## src/rtl/irqagg_pkg.sv

```systemverilog
package irqagg_pkg;

    localparam int GRP_BITS  = 32;
    localparam int IDX_MAX_W = 4;

    typedef enum logic {
        KIND_ENABLE = 1'b0,
        KIND_STATUS = 1'b1
    } reg_kind_e;

    typedef struct packed {
        logic                 hit;
        reg_kind_e            kind;
        logic [IDX_MAX_W-1:0] cpu;
        logic [IDX_MAX_W-1:0] word;
    } reg_sel_t;

    // Lowest source number held by a given word index (highest group in word 0).
    function automatic int group_base(input int word, input int nwords);
        return (nwords - 1 - word) * GRP_BITS;
    endfunction

endpackage

```

## src/rtl/irqagg_sync.sv

```systemverilog
module irqagg_sync #(
    parameter int WIDTH  = 128,
    parameter int STAGES = 2
) (
    input  logic             clk,
    input  logic             rst,
    input  logic [WIDTH-1:0] d_i,
    output logic [WIDTH-1:0] q_o
);
    logic [STAGES-1:0][WIDTH-1:0] chain;

    genvar s;
    generate
        for (s = 0; s < STAGES; s++) begin : g_stage
            if (s == 0) begin : g_first
                always_ff @(posedge clk) begin
                    if (rst) chain[s] <= '0;
                    else     chain[s] <= d_i;
                end
            end else begin : g_next
                always_ff @(posedge clk) begin
                    if (rst) chain[s] <= '0;
                    else     chain[s] <= chain[s-1];
                end
            end
        end
    endgenerate

    assign q_o = chain[STAGES-1];
endmodule

```

## src/rtl/irqagg_decode.sv

```systemverilog
module irqagg_decode
    import irqagg_pkg::*;
#(
    parameter int NUM_CPUS  = 2,
    parameter int NUM_WORDS = 4,
    parameter int ADDR_W    = 8
) (
    input  logic [ADDR_W-1:0] addr_i,
    output reg_sel_t          sel_o
);
    localparam int BANK_WORDS = 2 * NUM_WORDS;
    localparam int MAP_WORDS  = NUM_CPUS * BANK_WORDS;
    localparam int IDX_W      = ADDR_W - 2;

    logic [IDX_W-1:0] idx;
    int               offs;

    assign idx = addr_i[ADDR_W-1:2];

    always_comb begin
        offs       = int'(idx) % BANK_WORDS;
        sel_o.hit  = (int'(idx) < MAP_WORDS);
        sel_o.cpu  = IDX_MAX_W'(int'(idx) / BANK_WORDS);
        sel_o.kind = (offs >= NUM_WORDS) ? KIND_STATUS : KIND_ENABLE;
        sel_o.word = IDX_MAX_W'(offs % NUM_WORDS);
    end
endmodule

```

## src/rtl/irqagg_bank.sv

```systemverilog
module irqagg_bank
    import irqagg_pkg::*;
#(
    parameter int NUM_WORDS = 4
) (
    input  logic                               clk,
    input  logic                               rst,
    input  logic [NUM_WORDS-1:0]               wr_sel_i,
    input  logic [GRP_BITS-1:0]                wr_data_i,
    input  logic [NUM_WORDS*GRP_BITS-1:0]      status_i,
    output logic [NUM_WORDS-1:0][GRP_BITS-1:0] en_o,
    output logic                               irq_o
);
    logic [NUM_WORDS-1:0] word_hit;

    genvar w;
    generate
        for (w = 0; w < NUM_WORDS; w++) begin : g_word
            localparam int BASE = group_base(w, NUM_WORDS);

            always_ff @(posedge clk) begin
                if (rst)              en_o[w] <= '0;
                else if (wr_sel_i[w]) en_o[w] <= wr_data_i;
            end

            assign word_hit[w] = |(status_i[BASE +: GRP_BITS] & en_o[w]);
        end
    endgenerate

    always_ff @(posedge clk) begin
        if (rst) irq_o <= 1'b0;
        else     irq_o <= |word_hit;
    end
endmodule

```

## src/rtl/percpu_irq_aggregator.sv

```systemverilog
module percpu_irq_aggregator
    import irqagg_pkg::*;
#(
    parameter int NUM_CPUS    = 2,
    parameter int NUM_WORDS   = 4,
    parameter int ADDR_W      = 8,
    parameter int SYNC_STAGES = 2
) (
    input  logic                          clk,
    input  logic                          rst,
    input  logic [NUM_WORDS*GRP_BITS-1:0] src_i,
    input  logic [ADDR_W-1:0]             addr_i,
    input  logic                          wr_en_i,
    input  logic [GRP_BITS-1:0]           wr_data_i,
    input  logic                          rd_en_i,
    output logic [GRP_BITS-1:0]           rd_data_o,
    output logic [NUM_CPUS-1:0]           irq_o
);
    localparam int SRC_W = NUM_WORDS * GRP_BITS;

    logic [SRC_W-1:0]                                status;
    reg_sel_t                                        sel;
    logic [NUM_CPUS-1:0][NUM_WORDS-1:0][GRP_BITS-1:0] en_all;
    logic [NUM_CPUS-1:0][NUM_WORDS-1:0]              wr_sel;
    logic [GRP_BITS-1:0]                             rd_word;

    irqagg_sync #(.WIDTH(SRC_W), .STAGES(SYNC_STAGES)) u_sync (
        .clk (clk),
        .rst (rst),
        .d_i (src_i),
        .q_o (status)
    );

    irqagg_decode #(
        .NUM_CPUS (NUM_CPUS),
        .NUM_WORDS(NUM_WORDS),
        .ADDR_W   (ADDR_W)
    ) u_dec (
        .addr_i(addr_i),
        .sel_o (sel)
    );

    // Only enable words of a mapped bank accept writes.
    always_comb begin
        for (int c = 0; c < NUM_CPUS; c++) begin
            for (int w = 0; w < NUM_WORDS; w++) begin
                wr_sel[c][w] = wr_en_i && sel.hit && (sel.kind == KIND_ENABLE)
                               && (sel.cpu == IDX_MAX_W'(c))
                               && (sel.word == IDX_MAX_W'(w));
            end
        end
    end

    genvar c;
    generate
        for (c = 0; c < NUM_CPUS; c++) begin : g_cpu
            irqagg_bank #(.NUM_WORDS(NUM_WORDS)) u_bank (
                .clk      (clk),
                .rst      (rst),
                .wr_sel_i (wr_sel[c]),
                .wr_data_i(wr_data_i),
                .status_i (status),
                .en_o     (en_all[c]),
                .irq_o    (irq_o[c])
            );
        end
    endgenerate

    always_comb begin
        rd_word = '0;
        for (int w = 0; w < NUM_WORDS; w++) begin
            if (sel.hit && sel.word == IDX_MAX_W'(w)) begin
                if (sel.kind == KIND_STATUS) begin
                    rd_word = status[group_base(w, NUM_WORDS) +: GRP_BITS];
                end else begin
                    for (int k = 0; k < NUM_CPUS; k++) begin
                        if (sel.cpu == IDX_MAX_W'(k)) rd_word = en_all[k][w];
                    end
                end
            end
        end
    end

    always_ff @(posedge clk) begin
        if (rst)          rd_data_o <= '0;
        else if (rd_en_i) rd_data_o <= rd_word;
        else              rd_data_o <= '0;
    end
endmodule

```

## config.mk

```make
export PLATFORM = sky130hd
export DESIGN_NAME = percpu_irq_aggregator
export DESIGN_NICKNAME = d
export VERILOG_FILES = /design/src/rtl/irqagg_pkg.sv /design/src/rtl/irqagg_sync.sv /design/src/rtl/irqagg_decode.sv /design/src/rtl/irqagg_bank.sv /design/src/rtl/percpu_irq_aggregator.sv
export SDC_FILE = /design/constraint.sdc
export NUM_CORES = 1
export LEC_CHECK = 0
export ABC_AREA = 1
export BUFFER_PORTS_ARGS = -buffer_cell sky130_fd_sc_hd__buf_2
export CORE_MARGIN = 4
export CORE_UTILIZATION = 54
export DETAILED_ROUTE_END_ITERATION = 12
export HOLD_SLACK_MARGIN = 0.02
export PLACE_DENSITY = 0.76
export SETUP_SLACK_MARGIN = 0.1
export SLEW_MARGIN = 20
export SYNTH_ARGS = -nofsm -noshare
export SYNTH_HDL_FRONTEND = slang
export SYNTH_HIERARCHICAL = 1
export SYNTH_SLANG_ARGS = --single-unit
```

## constraint.sdc

```tcl
create_clock -name clk -period 2 [get_ports clk]
set_clock_uncertainty 0.05 [all_clocks]
set_input_delay 0.2 -clock clk [delete_from_list [all_inputs] [get_ports clk]]
set_output_delay 0.2 -clock clk [all_outputs]
set_load 0.02 [all_outputs]
```

==> flow_summary.ini, run 1 <==
[status]
status = finished, final reports clean

[power]
p_comb_frac = 0.070
swShare = 0.235
internal_power_mw = 18.1
ir_worst_vdd_mv = 0.710
leakagePower_nw = 14.3
p_sw_mw = 5.57
seq_power_share = 0.476
p_clk_frac = 0.454
p_per_area_nw_per_um2 = 800

[floorplan]
top_level_ports = 206
core_um2 = 46400
dieArea_um2 = 50300
start_util = 0.545
dieHeight_um = 224
dieWidth_um = 224
row_count = 79

[detailed_routing]
drtAntennaViolNets = 0
firstDrtPassIters = 6
wire_per_inst_um = 15.4
via_per_inst = 5.07
drc = 0
detailedRoute.firstIterationViolations = 2000
via_count = 24061
finalWirelength_um = 72900

[finish]
finalNetCount = 4265
post-route-util = 0.639
fillerInstances = 4217
fin_cells = 4743
layout_common_cells = nand2_1, dfxtp_1, nor2_1, a21oi_1, inv_1
drive_gt1_frac = 0.110
diodes = 0
synthToLayoutAreaGrowth_pct = 17.2
layout_commonest_cell = nand2_1

[clocking]
clk_latency_ns = 0.60
tritoncts = done
cts_max_level = 2
ctsResizeCount = 0
clock_sinks = 546
cts_root_buffer = clkbuf_16
path_clk_slew_ns = 0.06
cts_buffer_depth = 3
numCtsBuffers = 54

[synthesis]
seq_area_frac_synth = 0.433
synthMuxAreaShare = 0
synth_top_family_by_area = simple AND/OR/NAND/NOR gates
synthCells = 3896
synthDistinctLibCells = 21
yosys.area_share.simple = 0.331
synth_compound_gate_area_share = 0.0941
synth_fa_ha_area_frac = 0
yosysWarnings = 6
synth_area_per_cell_um2 = 6.49
ys_ff_latch = 546
syn_area_um2 = 25300
synth_xor_area_frac = 0

[worst_setup_path]
rr_endpoint = rd_data_o[20]
arrival_ns = 2.18
worstRegToRegCells = 14
end_kind = register
start_kind = input pin
cp_max_fo = 20
cp.required_ns = 2.45
reg2reg_from = u_sync/q_o[116]
critical_path_class = in -> reg
rrSetupSlack_ns = 0.30

[sta]
setup_viol = 0
tightestPinTransition_ns = 0.573
maxSlewViolCount = 0
fin_crit_ns = 1.73
post-route-period-util = 0.864
slew_headroom = 0.618
fmax_ghz = 0.578
hold_violations = 0
grt_setup_unrepaired = false

[global_route]
overflow = 0
grtUsageMet2 = 0.486
grt_max_degree = 98
grt_pass1_vias = 22953
top_usage_layer = met2
grt.met1_usage = 0.349
antenna_found_initial = 0
grtUsageMet3 = 0.0341
grt_pass1_wl_um = 116000
grt_use_total = 0.282

[hold_path]
worstHoldStart = rd_en_i
hold_class = in -> reg
holdPathEnd = rd_data_o[2]
hold_depth = 6

[placement]
dp_cells = 4483
dp_hpwl_um = 49100
port_buffers = 203
finalWeightedCongestion = 0.900

[flow_run]
drv_cap = 0
cell type report:
| type | instances | area [µm²] | share of cell area |
|---|---|---|---|
| Clock buffer | 66 | 1480 | 0.0499 |
| Tap cell | 607 | 759 | 0.0256 |
| Timing Repair Buffer | 488 | 3960 | 0.134 |
| Clock inverter | 33 | 415 | 0.0140 |
| Sequential cell | 546 | 10900 | 0.369 |
| Inverter | 341 | 1280 | 0.0433 |
| Multi-Input combinational cell | 2662 | 10800 | 0.365 |
power by group through the flow:
stage | Sequential (mW) | Combinational [mW] | Clock [mW]
floorplan | 11.4 | 0.998 | 0
global placement | 11.5 | 1.37 | 0
detailed placement | 11.5 | 1.38 | 0
CTS | 11.3 | 1.64 | 10.9
global route | 11.3 | 1.84 | 11.3
finish | 11.3 | 1.66 | 10.8
state kept, by name, summed over array words and instances (netlist names):
name and flops:
rd_data_o 32, u_sync/chain 128, g_cpu.u_bank/en_o 256, u_sync/q_o 128, g_cpu.u_bank/irq_o 2
synthesized netlist by cell type:
| cell | count | share of area |
|---|---|---|
| dfxtp_1 | 546 | 0.43 |
| nand2_1 | 1574 | 0.23 |
| nand2_2 | 2 | 0.00050 |
| inv_1 | 325 | 0.048 |
| clkbuf_1 | 43 | 0.0064 |
| nor3_1 | 2 | 0.00040 |
| a21boi_0 | 2 | 0.00059 |
| nor2_2 | 2 | 0.00050 |
| nor2_1 | 494 | 0.073 |
| buf_4 | 175 | 0.052 |
| nand3_1 | 106 | 0.021 |
| buf_6 | 30 | 0.013 |
| nor2_4 | 3 | 0.0013 |
| o21ai_1 | 59 | 0.012 |
| o21ai_0 | 61 | 0.012 |
| buf_1 | 11 | 0.0016 |
| conb_1 | 1 | 0.00015 |
| inv_2 | 16 | 0.0024 |
| buf_2 | 90 | 0.018 |
| or2_2 | 2 | 0.00050 |
| a21oi_1 | 352 | 0.070 |
kinds of logic (layout without fill, tap and decap cells):
kind of cell,after synthesis,after routing
compound gates,474,474
simple gates,2185,2185
flops,546,546
buf+inv,690,928
other cells,1,3
through the flow:
step	TNS (ns)	hold WS [ns]	power [mW]	area [µm²]	worst slack, ns
finish	0	0.0736	23.7	29600	0.271
global route	0	0.0898	24.5	29600	0.117
CTS	0	0.0286	23.8	29600	0.318
detailed placement	-15.14	0.342	12.9	26100	-0.247
global placement	-11.29	0.339	12.9	26100	-0.224
floorplan	0	0.257	12.4	25300	0.129
how the worst max path moves through the flow:
stage	startpoint	endpoint	slack, ns
6_report	addr_i[2]	rd_data_o[20]	0.27
5_1_grt	addr_i[2]	rd_data_o[20]	0.12
4_1_cts	u_sync/q_o[112]	rd_data_o[16]	0.32
3_5_place_dp	addr_i[2]	rd_data_o[20]	-0.25
3_3_place_gp	addr_i[2]	rd_data_o[20]	-0.22
2_1_floorplan	addr_i[7]	g_cpu[1].u_bank/en_o[100]	0.13
worst max-delay path: stages:
cell and delay (ns):
buf_2 0.12, nor2_1 0.24, nand3_1 0.26, buf_12 0.24, nor2_1 0.08, nand2_1 0.11
nand2_1 0.10, nand3_1 0.08, nand3_1 0.09, nand2_1 0.06, nand2_1 0.05, nand2_1 0.10
nand2_1 0.08, nand2_1 0.05, nand2_1 0.05, nand2_1 0.04, a21oi_1 0.21
routing by layer:
metal	vias up	routed length [µm]
met2	855	35200
met3	219	4320
met5	-	0
met1	10931	29600
li1	12056	-
met4	0	3780
timing repair:
action                     in CTS  in global routing
buffers inserted                0                  0
setup endpoints to repair       0                  0
hold buffers                  161                  0
hold endpoints to repair      392                  0
No activity file was read; power rests on OpenSTA's default activity.
==> inputs of run 2 (changes only) <==
CORE_ASPECT_RATIO = 1.1   (was not set)
==> run 2 against run 1 <==
Effect of this change:
- sequential power is essentially flat
- maximum frequency shrank 2.5%
- register-to-register slack lost 0.07 ns
- power grew 0.46%
- cell area grew 0.73%
- first-iteration DRC count shrank 0.15%
- utilization grew 1.0 points
- hold slack gained 0.12 ns
- clock-buffer cell count grew 17
- combinational power is essentially flat
- critical path type is now reg -> reg
==> flow_summary.ini, run 2 (synthesis gave the netlist of run 1 again) <==
[detailed_routing]
firstDrtPassIters = 6
via_per_inst = 5.07
via_count = 24068
finalWirelength_um = 73900
drc = 0
wire_per_inst_um = 15.6
drtAntennaViolNets = 0
detailedRoute.firstIterationViolations = 1997

[clocking]
cts_root_buffer = clkbuf_16
cts_max_level = 2
path_clk_slew_ns = 0.06
clock_sinks = 546
cts_buffer_depth = 3
tritoncts = done
numCtsBuffers = 55
clk_latency_ns = 0.61
post_cts_buffers = 0

[worst_setup_path]
path_common_cell = nand2_1
slowest_stage = a21boi_0
crit_chain = nand3_1 > nand3_1 > nand2_1 > nand2_1 > nand2_1 > nand2_1 > a21boi_0 > nand3_1 > nand2_1 > nand2_1 > nand2_1 > a21oi_1
cp.required_ns = 2.45
start_kind = register
slowest_delay_ns = 0.39
critical_path_class = reg -> reg
end_kind = register
critPathTopFamily = simple AND/OR/NAND/NOR gates
cp_max_fo = 3
arrival_ns = 2.22
path_buf_inv = 0

[power]
p_clk_frac = 0.456
p_sw_mw = 5.44
ir_worst_vdd_mv = 0.783
p_per_area_nw_per_um2 = 798
swShare = 0.228
p_comb_frac = 0.071
leakagePower_nw = 14.4
internal_power_mw = 18.4
seq_power_share = 0.474

[floorplan]
core_um2 = 46000
top_level_ports = 206
dieHeight_um = 235
row_count = 82
start_util = 0.550
dieArea_um2 = 50300
dieWidth_um = 214

[finish]
multi_input_area_um2 = 10800
finalNetCount = 4283
registers.top_by_ff_count = g_cpu.u_bank/en_o
synthToLayoutAreaGrowth_pct = 18.1
fillerInstances = 4117
layout_common_cells = nand2_1, dfxtp_1, nor2_1, a21oi_1, inv_1
drive_gt1_frac = 0.114
fin_cells = 4744
largest_reg_flops = 256
final_cell_area_um2 = 29800
register_area_um2 = 10900
layout_commonest_cell = nand2_1

[sta]
fin_crit_ns = 1.77
fmax_ghz = 0.564
whs_ns = 0.190
post-route-period-util = 0.887
grt_setup_unrepaired = true
maxSlewViolCount = 0
timing.setup.tns_ns = 0
setup_viol = 0
hold_violations = 0

[global_route]
grt_max_degree = 83
grt_pass1_wl_um = 117000
overflow = 0
grt_pass1_vias = 22435
grt_use_total = 0.283
antenna_found_initial = 2

[placement]
finalWeightedCongestion = 0.927
dp_cells = 4481
dpl_cell_area_um2 = 26300
port_buffers = 203
dp_hpwl_um = 49700

[status]
status = finished, final reports clean

[hold_path]
hold_class = in -> reg

[flow_run]
drv_cap = 0
[run 2: worst paths after layout]
path / startpoint / to / slack [ns] / cells after the start
max: g_cpu[1].u_bank/en_o[16] / rd_data_o[16] / 0.23 / 12
min: rd_en_i / rd_data_o[17] / 0.19 / 6
max reg2reg: g_cpu[1].u_bank/en_o[16] / rd_data_o[16] / 0.23 / 12
min reg2reg: u_sync/chain[99] / u_sync/q_o[99] / 0.35 / 2
[run 2: worst reg2reg max path: stages, from the launching register on]
cell and delay, ns:
dfxtp_1 0.33, nand3_1 0.08, nand3_1 0.08, nand2_1 0.17
nand2_1 0.07, nand2_1 0.07, nand2_1 0.06, a21boi_0 0.39
nand3_1 0.13, nand2_1 0.08, nand2_1 0.05, nand2_1 0.05
a21oi_1 0.06
[run 2: power by group through the flow]
stage / clock network (mW) / logic, mW / registers [mW]
2_1_floorplan: 0 / 0.998 / 11.4
3_3_place_gp: 0 / 1.39 / 11.5
3_5_place_dp: 0 / 1.40 / 11.5
4_1_cts: 11.0 / 1.66 / 11.3
5_1_grt: 11.4 / 1.86 / 11.3
6_report: 10.9 / 1.68 / 11.3
[run 2: through the flow]
| step | utilization | power [mW] | setup WS, ns |
|---|---|---|---|
| global route | 0.649 | 24.6 | 0.111 |
| detailed placement | 0.572 | 12.9 | -0.234 |
| finish | 0.649 | 23.8 | 0.226 |
| floorplan | - | 12.4 | 0.129 |
| CTS | 0.649 | 24.0 | 0.229 |
| global placement | 0.572 | 12.9 | -0.164 |
[run 2: routing by layer]
metal / vias up / global-route usage / routed length [µm]
li1: 12117 / - / -
met1: 10855 / 0.348 / 29400
met2: 882 / 0.496 / 36100
met3: 212 / 0.0342 / 4640
met4: 2 / 0.135 / 3660
met5: - / 0 / 17
[run 2: cell type report]
cell class                      instances  share of cell area
Clock inverter                         18             0.00910
Inverter                              341              0.0430
Timing Repair Buffer                  505               0.139
Clock buffer                           83              0.0551
Antenna cell                            1           0.0000839
Sequential cell                       546               0.366
Multi-Input combinational cell       2662               0.362
Tap cell                              588              0.0247
[run 2: repair_timing]
item / in CTS / in global routing
endpoints found under the setup margin: 0 / 2
endpoints found under the hold margin: 391 / 0
gates resized for setup: 0 / 7
hold buffers: 161 / 0
